==> config.mk <==
export PLATFORM = sky130hd
export DESIGN_NAME = pwr_mode_ctrl
export DESIGN_NICKNAME = d
export VERILOG_FILES = /design/src/rtl/pwr_mode_pkg.sv /design/src/rtl/pwr_wake_detect.sv /design/src/rtl/pwr_mode_fsm.sv /design/src/rtl/pwr_clk_gate.sv /design/src/rtl/pwr_mode_ctrl.sv
export SDC_FILE = /design/constraint.sdc
export NUM_CORES = 1
export LEC_CHECK = 0
export CAP_MARGIN = 25
export CORE_AREA = 2 2 39 41
export DETAILED_ROUTE_END_ITERATION = 16
export DIE_AREA = 0 0 41 43
export DONT_BUFFER_PORTS = 1
export PLACE_DENSITY = 0.52
export SYNTH_ARGS = -nofsm -noshare
export SYNTH_HDL_FRONTEND = slang
export SYNTH_HIERARCHICAL = 1
export SYNTH_SLANG_ARGS = --single-unit
export TNS_END_PERCENT = 50
==> constraint.sdc <==
create_clock -name clk -period 4.35 [get_ports clk]
set_input_delay 0.87 -clock clk [delete_from_list [all_inputs] [get_ports clk]]
set_output_delay 0.87 -clock clk [all_outputs]
set_load 0.05 [all_outputs]
==> src/rtl/pwr_mode_pkg.sv <==
package pwr_mode_pkg;

   typedef enum logic [1:0] {
      PST_RUN   = 2'd0,
      PST_IDLE  = 2'd1,
      PST_SLEEP = 2'd2,
      PST_OSCW  = 2'd3
   } pwr_state_t;

   typedef enum logic [1:0] {
      WCAUSE_NONE = 2'b00,
      WCAUSE_IRQ  = 2'b01,
      WCAUSE_WDT  = 2'b10,
      WCAUSE_RST  = 2'b11
   } wake_cause_t;

endpackage

==> src/rtl/pwr_wake_detect.sv <==
module pwr_wake_detect
   import pwr_mode_pkg::*;
#(
   parameter int N_IRQ = 8
) (
   input  logic [N_IRQ-1:0] irq_src,
   input  logic [N_IRQ-1:0] irq_en,
   input  logic             wdt_timeout,
   output logic             wake_evt,
   output wake_cause_t      wake_code
);

   logic irq_hit;

   assign irq_hit  = |(irq_src & irq_en);
   assign wake_evt = irq_hit | wdt_timeout;

   always_comb begin
      if (irq_hit)          wake_code = WCAUSE_IRQ;
      else if (wdt_timeout) wake_code = WCAUSE_WDT;
      else                  wake_code = WCAUSE_NONE;
   end

endmodule

==> src/rtl/pwr_mode_fsm.sv <==
module pwr_mode_fsm
   import pwr_mode_pkg::*;
(
   input  logic        clk,
   input  logic        rst_n,
   input  logic        psave_req,
   input  logic        psave_mode,
   input  logic        wake_evt,
   input  wake_cause_t wake_code,
   input  logic        sys_rst_req,
   input  logic        wdt_en,
   input  logic        osc_ready,
   output pwr_state_t  state,
   output logic        wdt_clr,
   output logic        wake_pulse,
   output logic [1:0]  wake_cause
);

   pwr_state_t  state_q;
   logic        clr_q;
   logic        wake_q;
   wake_cause_t cause_q;

   always_ff @(posedge clk or negedge rst_n) begin
      if (!rst_n) begin
         state_q <= PST_RUN;
         clr_q   <= 1'b0;
         wake_q  <= 1'b0;
         cause_q <= WCAUSE_NONE;
      end else begin
         clr_q   <= 1'b0;
         wake_q  <= 1'b0;
         cause_q <= WCAUSE_NONE;
         if (sys_rst_req) begin
            state_q <= PST_RUN;
         end else begin
            unique case (state_q)
               PST_RUN: begin
                  if (psave_req) begin
                     state_q <= psave_mode ? PST_SLEEP : PST_IDLE;
                     clr_q   <= wdt_en;
                  end
               end
               PST_IDLE: begin
                  if (wake_evt) begin
                     state_q <= PST_RUN;
                     wake_q  <= 1'b1;
                     cause_q <= wake_code;
                  end
               end
               PST_SLEEP: begin
                  if (wake_evt) begin
                     state_q <= PST_OSCW;
                     wake_q  <= 1'b1;
                     cause_q <= wake_code;
                  end
               end
               PST_OSCW: begin
                  if (osc_ready) state_q <= PST_RUN;
               end
               default: state_q <= PST_RUN;
            endcase
         end
      end
   end

   assign state      = state_q;
   assign wdt_clr    = clr_q;
   assign wake_pulse = wake_q;
   assign wake_cause = cause_q;

endmodule

==> src/rtl/pwr_clk_gate.sv <==
module pwr_clk_gate
   import pwr_mode_pkg::*;
#(
   parameter int N_PERIPH             = 4,
   parameter bit STOP_IN_IDLE_SUPPORT = 1'b1
) (
   input  pwr_state_t          state,
   input  logic [N_PERIPH-1:0] stop_in_idle,
   input  logic                wdt_en,
   input  logic                fscm_en,
   output logic                cpu_clk_en,
   output logic                sysosc_en,
   output logic [N_PERIPH-1:0] periph_clk_en,
   output logic                lprc_en,
   output logic                fscm_active
);

   logic in_run;
   logic in_idle;
   logic in_sleep;

   assign in_run   = (state == PST_RUN);
   assign in_idle  = (state == PST_IDLE);
   assign in_sleep = (state == PST_SLEEP);

   assign cpu_clk_en  = in_run;
   assign sysosc_en   = !in_sleep;
   assign fscm_active = fscm_en & !in_sleep;
   assign lprc_en     = in_sleep ? wdt_en : (wdt_en | fscm_en);

   for (genvar p = 0; p < N_PERIPH; p++) begin : g_periph
      if (STOP_IN_IDLE_SUPPORT) begin : g_sid
         assign periph_clk_en[p] = in_run | (in_idle & !stop_in_idle[p]);
      end else begin : g_nosid
         logic unused_sid;
         assign unused_sid       = stop_in_idle[p];
         assign periph_clk_en[p] = in_run | in_idle;
      end
   end

endmodule

==> src/rtl/pwr_mode_ctrl.sv <==
module pwr_mode_ctrl
   import pwr_mode_pkg::*;
#(
   parameter int N_PERIPH             = 4,
   parameter int N_IRQ                = 8,
   parameter bit STOP_IN_IDLE_SUPPORT = 1'b1
) (
   input  logic                clk,
   input  logic                rst_n,
   input  logic                psave_req,
   input  logic                psave_mode,
   input  logic [N_IRQ-1:0]    irq_src,
   input  logic [N_IRQ-1:0]    irq_en,
   input  logic                wdt_timeout,
   input  logic                sys_rst_req,
   input  logic                wdt_en,
   input  logic                fscm_en,
   input  logic                osc_ready,
   input  logic [N_PERIPH-1:0] stop_in_idle,
   input  logic                bor_en_in,
   input  logic                lvd_en_in,
   output logic                cpu_clk_en,
   output logic                sysosc_en,
   output logic [N_PERIPH-1:0] periph_clk_en,
   output logic                lprc_en,
   output logic                fscm_active,
   output logic                wdt_clr,
   output logic                wake_pulse,
   output logic [1:0]          wake_cause,
   output logic                bor_en_out,
   output logic                lvd_en_out
);

   if (N_PERIPH < 1) begin : g_bad_periph
      $error("pwr_mode_ctrl: N_PERIPH must be at least 1");
   end
   if (N_IRQ < 1) begin : g_bad_irq
      $error("pwr_mode_ctrl: N_IRQ must be at least 1");
   end

   logic        wake_evt;
   wake_cause_t wake_code;
   pwr_state_t  state;

   pwr_wake_detect #(.N_IRQ(N_IRQ)) u_wake (
      .irq_src     (irq_src),
      .irq_en      (irq_en),
      .wdt_timeout (wdt_timeout),
      .wake_evt    (wake_evt),
      .wake_code   (wake_code)
   );

   pwr_mode_fsm u_fsm (
      .clk         (clk),
      .rst_n       (rst_n),
      .psave_req   (psave_req),
      .psave_mode  (psave_mode),
      .wake_evt    (wake_evt),
      .wake_code   (wake_code),
      .sys_rst_req (sys_rst_req),
      .wdt_en      (wdt_en),
      .osc_ready   (osc_ready),
      .state       (state),
      .wdt_clr     (wdt_clr),
      .wake_pulse  (wake_pulse),
      .wake_cause  (wake_cause)
   );

   pwr_clk_gate #(
      .N_PERIPH             (N_PERIPH),
      .STOP_IN_IDLE_SUPPORT (STOP_IN_IDLE_SUPPORT)
   ) u_gate (
      .state         (state),
      .stop_in_idle  (stop_in_idle),
      .wdt_en        (wdt_en),
      .fscm_en       (fscm_en),
      .cpu_clk_en    (cpu_clk_en),
      .sysosc_en     (sysosc_en),
      .periph_clk_en (periph_clk_en),
      .lprc_en       (lprc_en),
      .fscm_active   (fscm_active)
   );

   assign bor_en_out = bor_en_in;
   assign lvd_en_out = lvd_en_in;

endmodule

# --- Word-level counts from Yosys, hierarchy flattened ---
# Index checks and enable logic that the tools add are counted.
op_classes:
  n_eq_ne: 7
  n_mux: 19
  bitwise_logic: 12
  n_reduce_logical: 9
op_table:
  columns: ["operator", "n"]
  rows:
  - ["2-bit 2-to-1 mux", 11]
  - ["3-bit inequality test (second input constant)", 4]
  - ["8-bit bitwise AND", 1]
  - ["2-bit one-hot mux with 4 select lines", 1]
  - ["8-bit OR reduction", 1]
  - ["1-bit 2-to-1 mux", 7]
  - ["1-bit bitwise OR", 6]
  - ["1-bit bitwise AND", 5]
  - ["1-bit logical NOT", 5]
  - ["2-bit equality test (second input constant)", 2]
  - ["4-bit AND reduction", 1]
  - ["2-bit by 1-bit equality test with 1-bit output (second input constant)", 1]
  - ["2-bit logical NOT", 1]
  - ["2-bit OR reduction", 1]
totals:
  reg_bits: 6
  inputBits: 31
  output_inout_bits: 14

# --- Depth between registers and ports, before layout ---
# Gate-level depths: netlist (run 1).
depth:
  depth_word: 6
  depth_mapped: 6
  depth_no_buf: 6

# --- Hierarchy ---
# The synthesis (run 1) kept the hierarchy.
by_module_without_submodules:
  columns: ["module", "instances", "cells_per_inst", "area_each_um2"]
  rows:
  - ["pwr_mode_fsm", 1, 31, 332.8]
  - ["pwr_wake_detect", 1, 9, 91.3]
  - ["pwr_clk_gate", 1, 8, 51.3]
  - ["pwr_mode_ctrl", 1, 2, 15.0]

# --- Worst setup path before layout (run 1) ---
# No wires, ideal clock.
synth_timing:
  kind: "in2out"
  startpoint: "in stop_in_idle[0]"
  endpoint: "out periph_clk_en[0]"
  arrival_ns: 1.649
  required_ns: 3.480
  setup_slack_ns: 1.831
  cell_stages: 1
  n_path_buf: 0
  path_cell_list: "a21oi_1"
synth_via:
  elab_chain_len: 3
synth_lines:
  columns: ["element", "line", "rtl"]
  rows:
  - ["from (decl)", "pwr_mode_ctrl.sv:19", "input logic [N_PERIPH-1:0] stop_in_idle,"]
  - ["1-bit logical NOT", "pwr_clk_gate.sv:33", "assign periph_clk_en[p] = in_run | (in_idle & !stop_in_idle[p]);"]
  - ["1-bit bitwise AND", "pwr_clk_gate.sv:33", null]
  - ["1-bit bitwise OR", "pwr_clk_gate.sv:33", null]
  - ["to (decl)", "pwr_mode_ctrl.sv:24", "output logic [N_PERIPH-1:0] periph_clk_en,"]
# Every way passes these cells.

# --- Worst setup path in the final report (run 1) ---
layout_timing:
  startpoint: "in stop_in_idle[2]"
  endpoint: "out periph_clk_en[2]"
# The elaborated chain is that of the path after synthesis.

==> reports/metrics.csv, run 1 <==
stage;metric;value;unit
outcome;status;finished clean;
place;DP Wirelength;708.9;um
sta;fmax;395.1;MHz
yosys;Synth Instances;50;
floorplan;row count;14;
critical_path;Arrival @ worst endpoint;1660;ps
pwr;share of power burned in combinational logic;41.8;%
detailed_routing;vias per std cell;5.106;
floorplan;chip height;43;um
critical_path;CP top delay family;compound AO/OA/AOI/OAI gates;
clocking;later-pin clock latency in the skew report;240;ps
global_route;vias in the first global route;345;
critical_path;peak per-stage delay on the critical path;790;ps
layout;Fillers;150;
yosys;synth warn;6;
pwr;Net Switching;0.1140;mW
place;I/O Buffers;0;
critical_path;capture point of the worst reg-to-reg path;u_fsm/state[0]$_DFFE_PN0P_;
sta;Worst Skew;2.619;ps
clocking;CTS root buf;clkbuf_4;
global_route;gr usage total;11.61;%
sta;fin. max-slew vios;0;
global_route;first-pass GRT wire length;1.435;mm
run;max cap viols;0;
pwr;sequential share of power;36.8;%
layout;Area Overhead vs Synth;4.082;%
pwr;Sw Share;49.41;%
sta;endpoints failing setup;0;
global_route;largest net degree at the start of global routing;10;
layout;fin nets;88;
sta;Hold Fails Final Rpt;0;
sta;hold slack;325.0;ps
yosys;syn_area_per_cell;9.809;um^2
detailed_routing;Post-DRT Antenna Nets;0;
clocking;post-CTS setup buffers;0;
yosys;leading cell types by count after synthesis;a21oi_1 (6), dfrtp_1 (6), nor2_1 (6);
detailed_routing;Iteration-0 DRC Markers;11;
pwr;VDD IR max;0.0001595;V
critical_path;r2r setup slk;2640;ps
clocking;cts repair resizes;0;
critical_path;critical path's slowest cell;a21oi_1;
detailed_routing;drt pass-1 iters;2;
yosys;Yosys top cell by area;dfrtp_1;
critical_path;Reg2Reg Depth;5;
sta;RSZ-0062 raised after global routing;false;
yosys;Mapped Nets;86;
detailed_routing;number of remaining DRC errors;0;
pwr;Leakage;0.2415;nW
layout;ANT cells;0;
layout;share of cells above drive strength 1;20.00;%
yosys;share of Yosys cell area claimed by the top area cell type;30.61;%
floorplan;Die Span X;41;um
sta;period utilization;58.18;%
detailed_routing;vias;337;
global_route;initial antenna violation count;0;
critical_path;required time of the critical path;3480;ps
yosys;Yosys reg bits;6;
floorplan;initial core utilization;35.44;%
floorplan;core area;0.001384;mm^2
critical_path;Reg2Reg Launch Point;u_fsm/state[1]$_DFFE_PN0P_;
layout;Reg area;150.1;um^2
clocking;CTS tree;yes;
layout;Design Area, Final;510.5;um^2
critical_path;Crit Path Max Fanout;1;
yosys;EDFF count, synth;0;
sta;worst slew pin tran;1028;ps
place;Placed Area;488.0;um^2
layout;area occupied by multi-input gates;302.8;um^2
sta;setup TNS;0;ps
critical_path;startpoint types;input port;
sta;relative slew slack;31.69;%
yosys;Distinct cells, synth;17;
floorplan;Top-Level Pins;45;
clocking;H-Tree Depth;1;
place;GP Congestion;0.6907;
yosys;top post-synthesis cells by area;dfrtp_1 (31%), ha_1 (13%), a22oi_2 (10%), a21oi_1 (6.1%), nand2b_4 (5.6%);
sta;crit path time final;2531;ps
pwr;Clock Power Share;21.4;%
critical_path;CP endpoint kind;output pin;
hold_path;HP Class;input port to asynchronous set/reset pin;
pwr;internal cell power;0.1167;mW
critical_path;WP buf/inv;0;
yosys;cell area after synthesis;490.5;um^2
floorplan;die area;0.001763;mm^2
pwr;power consumption;0.2307;mW
pwr;Pwr per Cell Area;451.9;mW/mm^2
detailed_routing;wire length per cell;12.88;um
critical_path;critical path class;input port to output pin;
detailed_routing;Total Routed Length;850;um
critical_path;worst-path cell chain;a21oi_1;
yosys;Primary FF master, synth;dfrtp_1;
clocking;Longest Clk Path Bufs;2;
yosys;sequential share of the synthesized area;30.61;%
clocking;Post-CTS Hold Buffers;0;
yosys;Synth async-reset ratio;100.0;%
clocking;Clock Sinks;6;
clocking;TritonCTS Buffers;3;
clocking;clk slew on worst S/H paths;40;ps
global_route;total gr overflow;0;
==> layout make-up <==
type / count / share of cell area, %
clock buffer: 3 / 4.412
sequential: 6 / 29.41
multi-input combinational: 37 / 59.31
inverter: 4 / 2.941
tap: 16 / 3.922
==> power groups by stage <==
| stage | combinational, mW | sequential (mW) | clock (mW) |
|---|---|---|---|
| 3_5_place_dp | 0.0964 | 0.0860 | 0 |
| 5_1_grt | 0.105 | 0.0864 | 0.0580 |
| 6_report | 0.0963 | 0.0850 | 0.0494 |
| 2_1_floorplan | 0.0962 | 0.0832 | 0 |
| 3_3_place_gp | 0.0967 | 0.0853 | 0 |
| 4_1_cts | 0.0967 | 0.0852 | 0.0522 |
==> stage by stage <==
| step | instances | setup WS [ps] | utilization (%) |
|---|---|---|---|
| floorplan | 50 | 1831 | - |
| global route | 66 | 1795 | 36.89 |
| global placement | 63 | 1814 | 35.26 |
| finish | 66 | 1819 | 36.89 |
| CTS | 66 | 1815 | 36.89 |
| detailed placement | 63 | 1815 | 35.26 |
==> cell usage in the layout, fill, tap and decap left out, drive strengths merged <==
cell type / Yosys / layout
nand2b: 4 / 4
and4b: 1 / 1
o221a: 1 / 1
inv: 4 / 4
nand4: 1 / 1
mux2: 2 / 2
a21o: 1 / 1
nand2: 2 / 2
and2: 3 / 3
dfrtp: 6 / 6
a21oi: 6 / 6
a22oi: 4 / 4
clkbuf: 0 / 3
ha: 5 / 5
nor2: 6 / 6
or2b: 1 / 1
==> routing by layer <==
metal,routed length [um],GRT usage [%]
met5,0,0
met1,323,14.97
met2,474,16.88
met4,0,6.000
met3,53,3.141
==> worst max path at each step <==
stage | depth (start not counted) | slack [ps] | end | start
4_1_cts | 1 | 1820 | periph_clk_en[2] | stop_in_idle[2]
3_3_place_gp | 1 | 1810 | periph_clk_en[1] | stop_in_idle[1]
2_1_floorplan | 1 | 1830 | periph_clk_en[0] | stop_in_idle[0]
3_5_place_dp | 1 | 1820 | periph_clk_en[2] | stop_in_idle[2]
6_report | 1 | 1820 | periph_clk_en[2] | stop_in_idle[2]
5_1_grt | 1 | 1790 | periph_clk_en[2] | stop_in_idle[2]
==> sequential cells by signal, summed over array words and instances, names as in the netlist <==
| name | cells |
|---|---|
| u_fsm/state | 2 |
| u_fsm/wake_cause | 2 |
| u_fsm/wake_pulse | 1 |
| u_fsm/wdt_clr | 1 |
==> worst register-to-register path: cells and delay by family (launching register included) <==
family,cells,cell delay (ps)
DFF,1,530
muxes,1,330
AOI/OAI and AO/OA,1,230
adders and majority gates,1,210
buffers and inverters,1,170
and+or+nand+nor,1,110
==> cell families (layout without fill, tap and decap cells) <==
group | Yosys count | after routing | synth area share [%]
compound gates | 12 | 12 | 20.15
fa+ha+maj | 5 | 5 | 12.76
buf+inv | 7 | 7 | 7.652
flops | 6 | 6 | 30.61
mux | 2 | 2 | 4.592
simple gates | 18 | 18 | 24.24
No activity file was read; power rests on OpenSTA's default activity.
==> inputs of run 2 (changes only) <==
==> constraint.sdc (replaced) <==
create_clock -name clk -period 2.61 [get_ports clk]
set_input_delay 0.522 -clock clk [delete_from_list [all_inputs] [get_ports clk]]
set_output_delay 0.522 -clock clk [all_outputs]
set_load 0.05 [all_outputs]
==> reports/metrics.csv, run 2 (same netlist as run 1, synthesis figures left out) <==
stage;metric;value;unit;change
sta;worst slew pin tran;493.5;ps;-534.4 ps
global_route;total gr overflow;0;;unchanged
sta;period utilization;77.60;%;
pwr;Pwr per Cell Area;734.7;mW/mm^2;+63%
clocking;clk slew on worst S/H paths;40;ps;about the same
detailed_routing;vias;354;;+5.0%
layout;Finished Core Util;40.33;%;+3.4 points
detailed_routing;wire length per cell;12.08;um;-6.2%
layout;fin nets;94;;+6.8%
detailed_routing;number of remaining DRC errors;0;;unchanged
place;GP Congestion;0.7062;;+2.2%
layout;Area Overhead vs Synth;13.78;%;
clocking;later-pin clock latency in the skew report;230;ps;about the same
global_route;initial antenna violation count;0;;unchanged
clocking;H-Tree Depth;1;;unchanged
detailed_routing;met3 wire length;55;um;+3.8%
floorplan;Top-Level Pins;45;;unchanged
sta;setup TNS;0;ps;unchanged
sta;Hold Fails Final Rpt;0;;unchanged
layout;share of cells above drive strength 1;26.79;%;+6.8 points
clocking;Clock Sinks;6;;unchanged
global_route;gr usage total;11.81;%;+0.20 points
clocking;TritonCTS Buffers;3;;unchanged
run;max cap viols;0;;unchanged
detailed_routing;drt pass-1 iters;2;;unchanged
sta;relative slew slack;67.33;%;+36 points
detailed_routing;Post-DRT Antenna Nets;0;;unchanged
detailed_routing;met2 wire length;480;um;+1.3%
floorplan;initial core utilization;35.44;%;unchanged
floorplan;core area;0.001384;mm^2;unchanged
detailed_routing;Total Routed Length;870;um;+2.4%
floorplan;die area;0.001763;mm^2;unchanged
detailed_routing;met1 WL;335;um;+3.7%
floorplan;row count;14;;unchanged
clocking;CTS root buf;clkbuf_4;;
global_route;first-pass GRT wire length;1.449;mm;+0.98%
sta;crit path time final;2025;ps;
layout;most frequent cells in the layout;nor2_1 (6), a21oi_1 (6), dfrtp_1 (6), buf_4 (5), ha_1 (5);;
detailed_routing;Top Layer Used;met3;;
global_route;vias in the first global route;347;;+0.58%
pwr;VDD IR max;0.0002636;V;+65%
critical_path;CP endpoint kind;output pin;;
place;placed cell count;68;;+7.9%
hold_path;HP Class;input port to flop;;
critical_path;required time of the critical path;2090;ps;-1390 ps
place;DP Wirelength;752;um;+6.1%
sta;RSZ-0062 raised after global routing;false;;
sta;fin. max-slew vios;0;;unchanged
floorplan;chip height;43;um;unchanged
floorplan;Die Span X;41;um;unchanged
clocking;CTS tree;yes;;
clocking;Longest Clk Path Bufs;2;;unchanged
sta;fmax;493.7;MHz;
critical_path;critical path class;flop to output pin;;
place;I/O Buffers;0;;unchanged
layout;ANT cells;0;;unchanged
detailed_routing;Iteration-0 DRC Markers;2;;-9
outcome;status;finished clean;;
sta;endpoints failing setup;0;;unchanged
pwr;Leakage;0.2679;nW;+11%
critical_path;Crit Path Max Fanout;9;;+8
global_route;largest net degree at the start of global routing;10;;unchanged
sta;Worst Skew;2.871;ps;+0.2517 ps
critical_path;Arrival @ worst endpoint;1500;ps;-160 ps
critical_path;startpoint types;flop;;
layout;Finished Layout Cells;72;;+9.1%
detailed_routing;vias per std cell;4.917;;-3.7%
-- run 2: cell types whose count changed in the layout (fill, tap and decap cells not counted), sizes merged --
cell and delta:
dlygate4sd3 +1, buf +5
-- run 2: path summary, 6_finish.rpt --
path / endpoint / startpoint / slack [ps] / cells past startpoint
min in group asynchronous: u_fsm/wdt_clr$_DFF_PN0_ / rst_n / 590 / 1
worst min-delay path: u_fsm/wake_pulse$_DFF_PN0_ / sys_rst_req / 380 / 1
worst min register to register: u_fsm/state[0]$_DFFE_PN0P_ / u_fsm/state[0]$_DFFE_PN0P_ / 940 / 3
worst max-delay path: fscm_active / u_fsm/state[0]$_DFFE_PN0P_ / 580 / 2
max in group asynchronous: u_fsm/wake_cause[1]$_DFF_PN0_ / rst_n / 1810 / 1
worst max register to register: u_fsm/state[0]$_DFFE_PN0P_ / u_fsm/state[1]$_DFFE_PN0P_ / 930 / 5
-- run 2: layer usage --
| layer | track usage, % | vias to the layer above |
|---|---|---|
| li1 | - | 181 |
| met2 | 17.19 | 11 |
| met1 | 14.65 | 162 |
| met3 | 4.188 | 0 |
| met4 | 6.000 | 0 |
| met5 | 0 | - |
-- run 2: what timing repair did --
| item | 4_1_cts | 5_1_grt |
|---|---|---|
| hold buffers | 1 | 0 |
| hold endpoints to repair | 6 | 0 |
| resized for setup | 0 | 0 |
| setup buffers | 0 | 0 |
-- run 2: area by class of cell --
cell class,count,area [um^2]
Sequential cell,6,150.1
Clock buffer,3,22.52
Inverter,4,15.01
Multi-Input combinational cell,37,302.8
Timing Repair Buffer,6,47.55
Tap cell,16,20.02
Fill cell,143,825.8
-- run 2: power by group --
part | switching, mW | leakage [nW] | internal (mW) | total [mW]
clock | 0.0283 | 0.0138 | 0.0517 | 0.0799
sequential | 0.0371 | 0.0813 | 0.104 | 0.141
combinational | 0.127 | 0.173 | 0.0619 | 0.189
-- run 2: worst max-delay path, stage by stage, from the launching register on --
cell,delay [ps]
dfrtp_1,500
nand2b_4,290
and2_1,470
-- run 2: metrics by stage --
step                      instance area (um^2)  total power, mW  worst slack [ps]  hold WS, ps
after global routing                     558.0           0.4382             513.1        370.9
after floorplan                          490.5           0.2991             787.2        226.4
after detailed placement                 525.5           0.3297             836.6        226.5
after CTS                                558.0           0.4143             582.0        370.5
after global placement                   525.5           0.3287             868.6        226.5
final                                    558.0           0.4100             584.7        376.8
==> inputs of run 3 (changes only) <==
--- a/config.mk
+++ b/config.mk
@@ -10,7 +10,7 @@
 export DETAILED_ROUTE_END_ITERATION = 16
 export DIE_AREA = 0 0 41 43
 export DONT_BUFFER_PORTS = 1
-export PLACE_DENSITY = 0.52
+export PLACE_DENSITY = 0.54
 export SYNTH_ARGS = -nofsm -noshare
 export SYNTH_HDL_FRONTEND = slang
 export SYNTH_HIERARCHICAL = 1
==> constraint.sdc (replaced) <==
create_clock -name clk -period 1.8 [get_ports clk]
set_input_delay 0.36 -clock clk [delete_from_list [all_inputs] [get_ports clk]]
set_output_delay 0.36 -clock clk [all_outputs]
set_load 0.05 [all_outputs]
==> reports/metrics.csv, run 3 (same netlist as run 1, synthesis figures left out) <==
stage;metric;value;unit;change
sta;fmax;606.6;MHz;
global_route;first-pass GRT wire length;1.407;mm;-2.9%
critical_path;WP buf/inv;0;;unchanged
hold_path;Worst Hold Launch;sys_rst_req;;
critical_path;Crit Path Max Fanout;9;;unchanged
hold_path;worst hold stages;1;;unchanged
detailed_routing;met2 wire length;463;um;-3.5%
detailed_routing;Post-DRT Antenna Nets;0;;unchanged
clocking;clk slew on worst S/H paths;40;ps;about the same
detailed_routing;wire length per cell;11.31;um;-6.4%
floorplan;Top-Level Pins;45;;unchanged
detailed_routing;met3 wire length;62;um;+13%
clocking;TritonCTS Buffers;3;;unchanged
floorplan;row count;14;;unchanged
floorplan;chip height;43;um;unchanged
global_route;largest net degree at the start of global routing;10;;unchanged
floorplan;die area;0.001763;mm^2;unchanged
sta;fin. max-slew vios;0;;unchanged
clocking;Longest Clk Path Bufs;2;;unchanged
sta;Hold Fails Final Rpt;0;;unchanged
detailed_routing;vias;361;;+2.0%
run;max cap viols;0;;unchanged
clocking;later-pin clock latency in the skew report;240;ps;about the same
detailed_routing;drt pass-1 iters;4;;+2
critical_path;critical path's slowest cell;dfrtp_1;;
clocking;CTS tree;yes;;
floorplan;initial core utilization;35.44;%;unchanged
critical_path;capture point of the worst reg-to-reg path;u_fsm/state[0]$_DFFE_PN0P_;;
critical_path;Reg2Reg Launch Point;u_fsm/state[0]$_DFFE_PN0P_;;
clocking;post-CTS setup buffers;0;;unchanged
global_route;gr usage total;11.42;%;-0.39 points
sta;Worst Skew;4.899;ps;+2.028 ps
layout;most frequent cells in the layout;buf_4 (8), nor2_1 (6), a21oi_1 (6), dfrtp_1 (6), ha_1 (5);;
detailed_routing;Top Layer Used;met3;;
floorplan;core area;0.001384;mm^2;unchanged
sta;worst slew pin tran;446.8;ps;-46.74 ps
critical_path;CP top delay family;flip-flops;;
layout;ANT cells;0;;unchanged
place;placed cell count;71;;+4.4%
hold_path;HP Class;input port to flop;;
place;pre-CTS setup slack;201.6;ps;-635.1 ps
detailed_routing;Total Routed Length;848;um;-2.5%
detailed_routing;Iteration-0 DRC Markers;4;;+2
critical_path;worst-path cell chain;nand2b_4, a21o_1;;
critical_path;startpoint types;flop;;
critical_path;critical path class;flop to output pin;;
place;I/O Buffers;0;;unchanged
sta;relative slew slack;70.24;%;+2.9 points
critical_path;r2r setup slk;210;ps;-720 ps
global_route;vias in the first global route;359;;+3.5%
place;GP Congestion;0.8321;;+18%
sta;setup TNS;0;ps;unchanged
pwr;Leakage;0.2824;nW;+5.4%
critical_path;required time of the critical path;1440;ps;-650 ps
pwr;Pwr per Cell Area;1055;mW/mm^2;+44%
detailed_routing;met1 WL;322;um;-3.9%
outcome;status;finished clean;;
floorplan;Die Span X;41;um;unchanged
sta;crit path time final;1649;ps;
layout;Finished Layout Cells;75;;+4.2%
detailed_routing;number of remaining DRC errors;0;;unchanged
critical_path;Arrival @ worst endpoint;1290;ps;-210 ps
critical_path;peak per-stage delay on the critical path;480;ps;-20 ps
clocking;CTS root buf;clkbuf_4;;
global_route;initial antenna violation count;0;;unchanged
sta;endpoints failing setup;0;;unchanged
hold_path;Hold EP;u_fsm/wake_pulse$_DFF_PN0_;;
critical_path;Reg2Reg Depth;5;;unchanged
critical_path;CP endpoint kind;output pin;;
layout;commonest non-fill, non-tap cell in the layout;buf_4;;
sta;RSZ-0062 raised after global routing;false;;
layout;share of cells above drive strength 1;30.51;%;+3.7 points
clocking;H-Tree Depth;1;;unchanged
sta;period utilization;91.59;%;
sta;Final WS setup;151.4;ps;-433.3 ps
sta;hold slack;213.3;ps;-163.5 ps
layout;Area Overhead vs Synth;18.37;%;
clocking;Clock Sinks;6;;unchanged
pwr;VDD IR max;0.0005163;V;+96%
layout;fin nets;97;;+3.2%
place;DP Wirelength;722.8;um;-3.9%
global_route;total gr overflow;0;;unchanged
detailed_routing;vias per std cell;4.813;;-2.1%
-- run 3: changes by cell type in the layout (fill, tap and decap cells not counted), sizes merged --
cell / delta
buf: +3
-- run 3: final cells by class --
| class | count | area, um^2 |
|---|---|---|
| Tap cell | 16 | 20.02 |
| Timing Repair Buffer | 9 | 70.07 |
| Inverter | 4 | 15.01 |
| Multi-Input combinational cell | 37 | 302.8 |
| Sequential cell | 6 | 150.1 |
| Clock buffer | 3 | 22.52 |
| Fill cell | 127 | 803.3 |
-- run 3: worst max path at each step --
| stage | from | end | slack (ps) | cells past startpoint |
|---|---|---|---|---|
| global placement | u_fsm/state[0]$_DFFE_PN0P_ | u_fsm/state[0]$_DFFE_PN0P_ | 230 | 5 |
| finish | u_fsm/state[0]$_DFFE_PN0P_ | lprc_en | 150 | 2 |
| floorplan | u_fsm/state[1]$_DFFE_PN0P_ | periph_clk_en[0] | 180 | 1 |
| detailed placement | u_fsm/state[0]$_DFFE_PN0P_ | u_fsm/state[0]$_DFFE_PN0P_ | 200 | 5 |
| global route | u_fsm/state[0]$_DFFE_PN0P_ | u_fsm/state[0]$_DFFE_PN0P_ | 60 | 5 |
| CTS | u_fsm/state[0]$_DFFE_PN0P_ | lprc_en | 130 | 2 |
-- run 3: timing repair --
action	CTS	global route
endpoints found under the hold margin	6	0
hold buffers	1	0
gates resized for setup	0	0
-- run 3: where the power goes --
part	leakage, nW	total, mW	switching, mW	internal [mW]
Clock	0.0138	0.121	0.0453	0.0752
Combinational	0.187	0.293	0.191	0.102
Sequential	0.0813	0.199	0.0484	0.150
Total	0.282	0.613	0.285	0.328
-- run 3: routing by layer --
metal | up-vias | GRT usage [%]
li1 | 188 | -
met1 | 159 | 14.38
met2 | 14 | 16.88
met3 | 0 | 1.571
met4 | 0 | 8.000
met5 | - | 0
-- run 3: through the flow --
stage               utilization (%)  power, mW  area (um^2)
finish                        41.95     0.6128        580.6
CTS                           41.95     0.6214        580.6
floorplan                         -     0.4337        490.5
detailed placement            39.60     0.4928        548.0
global route                  41.95     0.6497        580.6
global placement              39.60     0.4939        548.0
